`config.mk`:
```
export PLATFORM = sky130hd
export DESIGN_NAME = pdma_port
export DESIGN_NICKNAME = d
export VERILOG_FILES = /design/src/rtl/pdma_pkg.sv /design/src/rtl/pdma_byte_fifo.sv /design/src/rtl/pdma_tc_counter.sv /design/src/rtl/pdma_port.sv
export SDC_FILE = /design/constraint.sdc
export NUM_CORES = 1
export LEC_CHECK = 0
export ABC_AREA = 1
export BUFFER_PORTS_ARGS = -buffer_cell sky130_fd_sc_hd__clkbuf_2
export CAP_MARGIN = 20
export CORE_ASPECT_RATIO = 0.6
export CORE_MARGIN = 5
export CORE_UTILIZATION = 55
export CTS_CLUSTER_SIZE = 10
export DETAILED_ROUTE_END_ITERATION = 10
export PLACE_DENSITY = 0.73
export SYNTH_ARGS = -nofsm -noshare
export SYNTH_HDL_FRONTEND = slang
export SYNTH_SLANG_ARGS = --single-unit
```
`constraint.sdc`:
```
create_clock -name clk -period 2.7 [get_ports clk]
set_input_delay 0.27 -clock clk [delete_from_list [all_inputs] [get_ports clk]]
set_output_delay 0.27 -clock clk [all_outputs]
set_load 0.005 [all_outputs]
```
`src/rtl/pdma_pkg.sv`:
```
package pdma_pkg;
  typedef logic [7:0] byte_t;
  localparam int unsigned DEF_DATA_DEPTH = 16;
  localparam int unsigned DEF_CMD_DEPTH  = 32;
  localparam int unsigned DEF_TC_W       = 24;
endpackage

```
`src/rtl/pdma_byte_fifo.sv`:
```
module pdma_byte_fifo #(
  parameter int unsigned DEPTH = 16,
  localparam int unsigned AW = (DEPTH > 1) ? $clog2(DEPTH) : 1,
  localparam int unsigned CW = $clog2(DEPTH + 1)
) (
  input  logic                 clk,
  input  logic                 rst_n,
  input  logic                 push,
  input  pdma_pkg::byte_t      push_data,
  input  logic                 pop,
  output pdma_pkg::byte_t      pop_data,
  output logic [CW-1:0]        count,
  output logic [CW-1:0]        count_next
);
  localparam logic [CW-1:0] FULLV = CW'(DEPTH);
  localparam logic [AW-1:0] LASTP = AW'(DEPTH - 1);

  pdma_pkg::byte_t mem [DEPTH];
  logic [AW-1:0] wptr, rptr;
  logic push_ok, pop_ok;

  assign push_ok = push && (count != FULLV);
  assign pop_ok  = pop && (count != '0);
  assign pop_data = (count != '0) ? mem[rptr] : 8'h00;

  always_comb begin
    count_next = count;
    if (push_ok && !pop_ok) count_next = count + 1'b1;
    else if (pop_ok && !push_ok) count_next = count - 1'b1;
  end

  always_ff @(posedge clk) begin
    if (!rst_n) begin
      wptr  <= '0;
      rptr  <= '0;
      count <= '0;
    end else begin
      count <= count_next;
      if (push_ok) wptr <= (wptr == LASTP) ? '0 : wptr + 1'b1;
      if (pop_ok)  rptr <= (rptr == LASTP) ? '0 : rptr + 1'b1;
    end
  end

  always_ff @(posedge clk) begin
    if (push_ok) mem[wptr] <= push_data;
  end


  full_hold_chk: assert property (@(posedge clk) disable iff (!rst_n)
    (push && count == FULLV && !pop) |=> (count == FULLV));

  pop_empty_chk: assert property (@(posedge clk) disable iff (!rst_n)
    (pop && count == '0 && !push) |=> (count == '0));

  depth_bound_chk: assert property (@(posedge clk) disable iff (!rst_n)
    count <= FULLV);
endmodule

```
`src/rtl/pdma_tc_counter.sv`:
```
module pdma_tc_counter #(
  parameter int unsigned W = 24
) (
  input  logic         clk,
  input  logic         rst_n,
  input  logic         load,
  input  logic [W-1:0] load_val,
  input  logic         dec_req,
  output logic [W-1:0] count,
  output logic         zero,
  output logic         next_zero
);
  logic [W-1:0] nxt;

  assign zero = (count == '0);

  always_comb begin
    nxt = count;
    if (load) nxt = load_val;
    else if (dec_req && !zero) nxt = count - 1'b1;
  end

  assign next_zero = (nxt == '0);

  always_ff @(posedge clk) begin
    if (!rst_n) count <= '0;
    else        count <= nxt;
  end


  dec_no_wrap_chk: assert property (@(posedge clk) disable iff (!rst_n)
    (dec_req && zero && !load) |=> (count == '0));
endmodule

```
`src/rtl/pdma_port.sv`:
```
module pdma_port #(
  parameter int unsigned DATA_DEPTH = pdma_pkg::DEF_DATA_DEPTH,
  parameter int unsigned CMD_DEPTH  = pdma_pkg::DEF_CMD_DEPTH,
  parameter int unsigned TC_W       = pdma_pkg::DEF_TC_W
) (
  input  logic            clk,
  input  logic            rst_n,
  input  logic            acc_valid,
  output logic            acc_ready,
  input  logic            acc_write,
  input  logic            acc_wide,
  input  logic [15:0]     acc_wdata,
  output logic            rsp_valid,
  input  logic            rsp_ready,
  output logic [15:0]     rsp_data,
  input  logic            cmd_phase,
  input  logic            tc_load,
  input  logic [TC_W-1:0] tc_load_val,
  output logic [TC_W-1:0] tc_count,
  output logic            drq,
  output logic            done,
  output logic            overrun,
  output logic            underrun,
  input  logic            dev_wr_valid,
  output logic            dev_wr_ready,
  input  logic [7:0]      dev_wr_data,
  output logic            dev_rd_valid,
  input  logic            dev_rd_ready,
  output logic [7:0]      dev_rd_data,
  output logic            cmd_rd_valid,
  input  logic            cmd_rd_ready,
  output logic [7:0]      cmd_rd_data
);
  localparam int unsigned DCW = $clog2(DATA_DEPTH + 1);
  localparam int unsigned CCW = $clog2(CMD_DEPTH + 1);
  localparam logic [DCW-1:0] D_FULL = DCW'(DATA_DEPTH);
  localparam logic [CCW-1:0] C_FULL = CCW'(CMD_DEPTH);

  // byte sequencer state
  logic            phase2, lat_write;
  pdma_pkg::byte_t lat_lo, hold_hi, cur_byte;
  logic acc_fire, byte_act, cur_write, last_byte, wr_b, rd_b;

  // fifo and counter wiring
  logic [DCW-1:0] d_cnt, d_cnt_next;
  logic [CCW-1:0] c_cnt, c_cnt_next;
  pdma_pkg::byte_t d_pop_data, d_push_data;
  logic d_push, d_pop, c_push, push_any;
  logic d_full, d_empty, c_full, c_empty;
  logic tc_zero, tc_next_zero;
  logic ovf_now, unf_now, stop_wr, stop_rd;

  assign acc_ready = !phase2 && !rsp_valid;
  assign acc_fire  = acc_valid && acc_ready;
  assign byte_act  = acc_fire || phase2;
  assign cur_write = phase2 ? lat_write : acc_write;
  assign cur_byte  = phase2 ? lat_lo : (acc_wide ? acc_wdata[15:8] : acc_wdata[7:0]);
  assign last_byte = phase2 || (acc_fire && !acc_wide);
  assign wr_b      = byte_act && cur_write;
  assign rd_b      = byte_act && !cur_write;

  assign d_full  = (d_cnt == D_FULL);
  assign d_empty = (d_cnt == '0);
  assign c_full  = (c_cnt == C_FULL);
  assign c_empty = (c_cnt == '0);

  // device streams pause whenever the host moves a byte
  assign dev_wr_ready = !d_full && !byte_act;
  assign dev_rd_valid = !d_empty && !byte_act;
  assign dev_rd_data  = d_pop_data;
  assign cmd_rd_valid = !c_empty;

  assign push_any    = wr_b && !tc_zero;
  assign d_push      = (push_any && !cmd_phase) || (dev_wr_valid && dev_wr_ready);
  assign d_push_data = push_any ? cur_byte : dev_wr_data;
  assign c_push      = push_any && cmd_phase;
  assign d_pop       = rd_b || (dev_rd_valid && dev_rd_ready);

  assign ovf_now = push_any && (cmd_phase ? c_full : d_full);
  assign unf_now = rd_b && d_empty;
  assign stop_wr = wr_b && last_byte &&
                   (tc_next_zero || (cmd_phase ? (c_cnt_next == C_FULL)
                                               : (d_cnt_next == D_FULL)));
  assign stop_rd = rd_b && last_byte && (d_cnt_next == '0);

  pdma_byte_fifo #(.DEPTH(DATA_DEPTH)) u_data_fifo (
    .clk(clk), .rst_n(rst_n),
    .push(d_push), .push_data(d_push_data),
    .pop(d_pop), .pop_data(d_pop_data),
    .count(d_cnt), .count_next(d_cnt_next)
  );

  pdma_byte_fifo #(.DEPTH(CMD_DEPTH)) u_cmd_fifo (
    .clk(clk), .rst_n(rst_n),
    .push(c_push), .push_data(cur_byte),
    .pop(cmd_rd_ready), .pop_data(cmd_rd_data),
    .count(c_cnt), .count_next(c_cnt_next)
  );

  pdma_tc_counter #(.W(TC_W)) u_tc (
    .clk(clk), .rst_n(rst_n),
    .load(tc_load), .load_val(tc_load_val),
    .dec_req(wr_b), .count(tc_count),
    .zero(tc_zero), .next_zero(tc_next_zero)
  );

  always_ff @(posedge clk) begin
    if (!rst_n) begin
      phase2    <= 1'b0;
      lat_write <= 1'b0;
      lat_lo    <= '0;
      hold_hi   <= '0;
      rsp_valid <= 1'b0;
      rsp_data  <= '0;
      drq       <= 1'b0;
      done      <= 1'b0;
      overrun   <= 1'b0;
      underrun  <= 1'b0;
    end else begin
      phase2 <= acc_fire && acc_wide;
      if (acc_fire) begin
        lat_write <= acc_write;
        lat_lo    <= acc_wdata[7:0];
      end
      if (rd_b && !last_byte) hold_hi <= d_pop_data;
      if (rd_b && last_byte) begin
        rsp_valid <= 1'b1;
        rsp_data  <= phase2 ? {hold_hi, d_pop_data} : {8'h00, d_pop_data};
      end else if (rsp_ready) begin
        rsp_valid <= 1'b0;
      end
      if (tc_load) drq <= 1'b1;
      else if (stop_wr || stop_rd) drq <= 1'b0;
      done     <= stop_wr || stop_rd;
      overrun  <= ovf_now;
      underrun <= unf_now;
    end
  end


  wide_busy_chk: assert property (@(posedge clk) disable iff (!rst_n)
    (acc_fire && acc_wide) |=> !acc_ready);

  rsp_hold_chk: assert property (@(posedge clk) disable iff (!rst_n)
    (rsp_valid && !rsp_ready) |=> (rsp_valid && $stable(rsp_data)));

  load_drq_chk: assert property (@(posedge clk) disable iff (!rst_n)
    tc_load |=> drq);
endmodule

```
==> metrics.cfg <==
[finish]
final_net_count=2302
diode_insertion_count_for_antenna_repair=0
area_growth_syn_to_layout_pct=21.77
post-route-util_pct=67.39
instances_no_fill=2781
drive_gt1_share_pct=19.36

[floorplan]
die_width_um=260.8
die_area_um2=41850
fp-row-count=55
die-height_um=160.5
io_pins=124
core_area_um2=37500
initial_core_util_pct=55.34

[synth]
post_synth.cell_area_avg_um2=10.46
netlist_top_cells_area=edfxtp_1 (56%), dfxtp_1 (9.7%), nor2_1 (7.1%), o21ai_0 (5.8%), nand2_1 (4.9%)
synth.yosys.seq_area_share_pct=65.30
synth.largest_area_cell=edfxtp_1
cell_count_after_synthesis=1985
yosysTopAreaCellShare_pct=55.55
synth_async_sr_flop_share_pct=0
synth_common_cells=nor2_1 (391), edfxtp_1 (384), nand2_1 (270)
yosys.cell_count.top_type=nor2_1
ys.flop_type=edfxtp_1
synthesized_flop_and_latch_total=485
netlist-cell-type-count=44
synth_enable_flop_cells=384
synth_fp_nets=2063
yosys_warnings=0
netlist_area_um2=20760

[placed_design]
place_congestion=0.9139
dp_slack_ns=0.1788
numPlacedInstances=2633
port-buffer-count=123
dp.final_hpwl_um=38210

[routing]
routedWlPerCell_um=21.84
drt-total-wl_um=60750
drc=0
first_pass_iters=8
routed_vias=16585
met3_length_um=7277
topRoutingLayerUsed=met4
detailedRoute.firstIterationViolations=2250
m1WireLength_um=26140
remaining_number_of_nets_flagged_by_the_antenna_check_after_routing=0
drt-vias-per-instance=5.964
met2RoutedLength_um=25990

[timing]
maxSlewHeadroom_pct=51.16
finalMaxSlewViolations=0
report.final.setup_viol=2
max_slew.worst_pin.slew_ns=0.7316
rsz_0062_raised_after_global_routing=yes
fin_hold_ws_ns=0.01703
min_period_ns=2.743
final.period_utilization_pct=101.6
hold_viol=0
post-route-worst-setup-slack_ns=-0.04314
achievable-frequency_mhz=364.5
timing.clock.skew_ns=0.01312

[critical_path]
path_class=reg -> out
endpoint_kind=output port
cp_max_fo=30
startpoint_type_of_the_worst_setup_path=register
arrival_ns=2.47
required_ns=2.43

[pwr]
p_leak_nw=9.426
power_per_cell_area_nw_per_um2=952.4
ir_drop_uv=662.7
fin_total_pwr_mw=24.07

[cts]
clock_sinks=485
clock_buffer_depth=3
cts_tree=done
cts_root_buf=clkbuf_16
cts_htree_levels=2
worst_skew_pair.late_latency_ns=0.59
cts_made_buffers=54
clk_pin_slew_ns=0.06

[run_status]
outcome=complete, but fails checks
violations_in_the_final_reports=setup timing

[hold_path]
hp-class=in -> reg

[global_route]
grt_pass1_vias=15693
grt_first_pass_wirelength_um=91430
pin_count_of_the_biggest_net_entering_global_routing=65
globalRoute.totalOverflow=0
antenna_violations_before_repair=0
globalRouteTotalUtil_pct=27.94

[flow_run]
drv_cap=0

==> critical path, stage by stage, from the launching register on <==
cell and delay, ns:
dfxtp_4 0.37, buf_12 0.15, clkinv_16 0.10, nor2_1 0.06, o22ai_2 0.31, nor2_4 0.09
o311ai_2 0.34, nand2_1 0.16, a21oi_2 0.15, buf_2 0.14
==> kinds of logic after synthesis <==
family	count (synthesis)	synth area share, %
buffers and inverters	190	3.593
XOR/XNOR	18	0.7595
adder cells (fa/ha/maj)	19	1.145
AO/OA/AOI/OAI	436	12.29
flip-flops	485	65.30
AND/OR/NAND/NOR	837	16.92
==> per-layer routing <==
metal | GRT usage (%) | up-vias
met5 | 0 | -
met4 | 7.246 | 0
met3 | 8.014 | 93
met2 | 39.35 | 949
met1 | 42.81 | 8010
li1 | - | 7533
==> state kept, by name, summed over array words and instances, names as in the netlist, named ones only <==
name               flops
done                   1
drq                    1
hold_hi                8
lat_lo                 8
lat_write              1
overrun                1
phase2                 1
rsp_data              16
rsp_valid              1
u_cmd_fifo.count       6
u_cmd_fifo.mem       256
u_cmd_fifo.rptr        5
u_cmd_fifo.wptr        5
u_data_fifo.count      5
u_data_fifo.mem      128
u_data_fifo.rptr       4
u_data_fifo.wptr       4
u_tc.count            24
underrun               1
==> path summary, 6_finish.rpt <==
check	start	to	slack (ns)	depth (start not counted)
max	register	cmd_rd_data[2]	-0.04	9
max reg2reg	u_cmd_fifo.count[0]$_SDFF_PN0_	u_cmd_fifo.mem[29][7]$_DFFE_PP_	0.16	10
min	acc_wdata[3]	lat_lo[3]$_SDFFE_PN0P_	0.02	3
min reg2reg	lat_write$_SDFFE_PN0P_	lat_write$_SDFFE_PN0P_	0.47	2
==> area by class of cell <==
cell class,count,area [um2]
Sequential cell,485,13560
Fill cell,2809,12230
Multi-Input combinational cell,1310,6771
Timing Repair Buffer,290,2354
Clock buffer,97,1534
Tap cell,513,641.9
Inverter,83,352.8
Clock inverter,3,58.81
==> where the power goes <==
group	internal [mW]	total, mW	switching (mW)
combinational	3.13	8.46	5.32
sequential	8.49	8.84	0.355
clock	3.91	6.77	2.87
==> stage by stage <==
| stage | cell area, um2 | setup TNS (ns) |
|---|---|---|
| CTS | 24870 | -0.01638 |
| global placement | 22600 | 0 |
| detailed placement | 22600 | 0 |
| floorplan | 20760 | 0 |
| finish | 25280 | -0.05385 |
| global route | 25280 | -0.3354 |
==> what timing repair did <==
action,4_1_cts,5_1_grt
pin swaps,30,42
endpoints found under the hold margin,18,0
buffers inserted,10,10
endpoints found under the setup margin,13,19
hold buffers,18,0
gates resized for setup,60,68
cloned,5,5
==> layout by cell type, fill, tap and decap left out, types with 7 or more instances in the layout <==
| cell type | instances |
|---|---|
| buf_12 | 13 |
| clkbuf_2 | 117 |
| clkbuf_1 | 42 |
| a22oi_1 | 8 |
| nand2_1 | 266 |
| nor3_1 | 15 |
| buf_4 | 114 |
| dlygate4sd3_1 | 18 |
| inv_1 | 67 |
| clkbuf_16 | 60 |
| xor2_1 | 13 |
| o21ai_0 | 221 |
| nand2_2 | 7 |
| o21ai_1 | 19 |
| nor2_1 | 388 |
| a21oi_2 | 15 |
| nand3_1 | 95 |
| buf_16 | 7 |
| nand4_1 | 14 |
| o221ai_2 | 14 |
| inv_2 | 9 |
| o22ai_1 | 15 |
| a21oi_1 | 57 |
| edfxtp_1 | 384 |
| buf_6 | 7 |
| or2_2 | 14 |
| dfxtp_1 | 97 |
| ha_1 | 19 |
| o221ai_1 | 62 |
| nand3b_1 | 10 |
| nand3_2 | 11 |
Power figures use the tool's default switching activity.
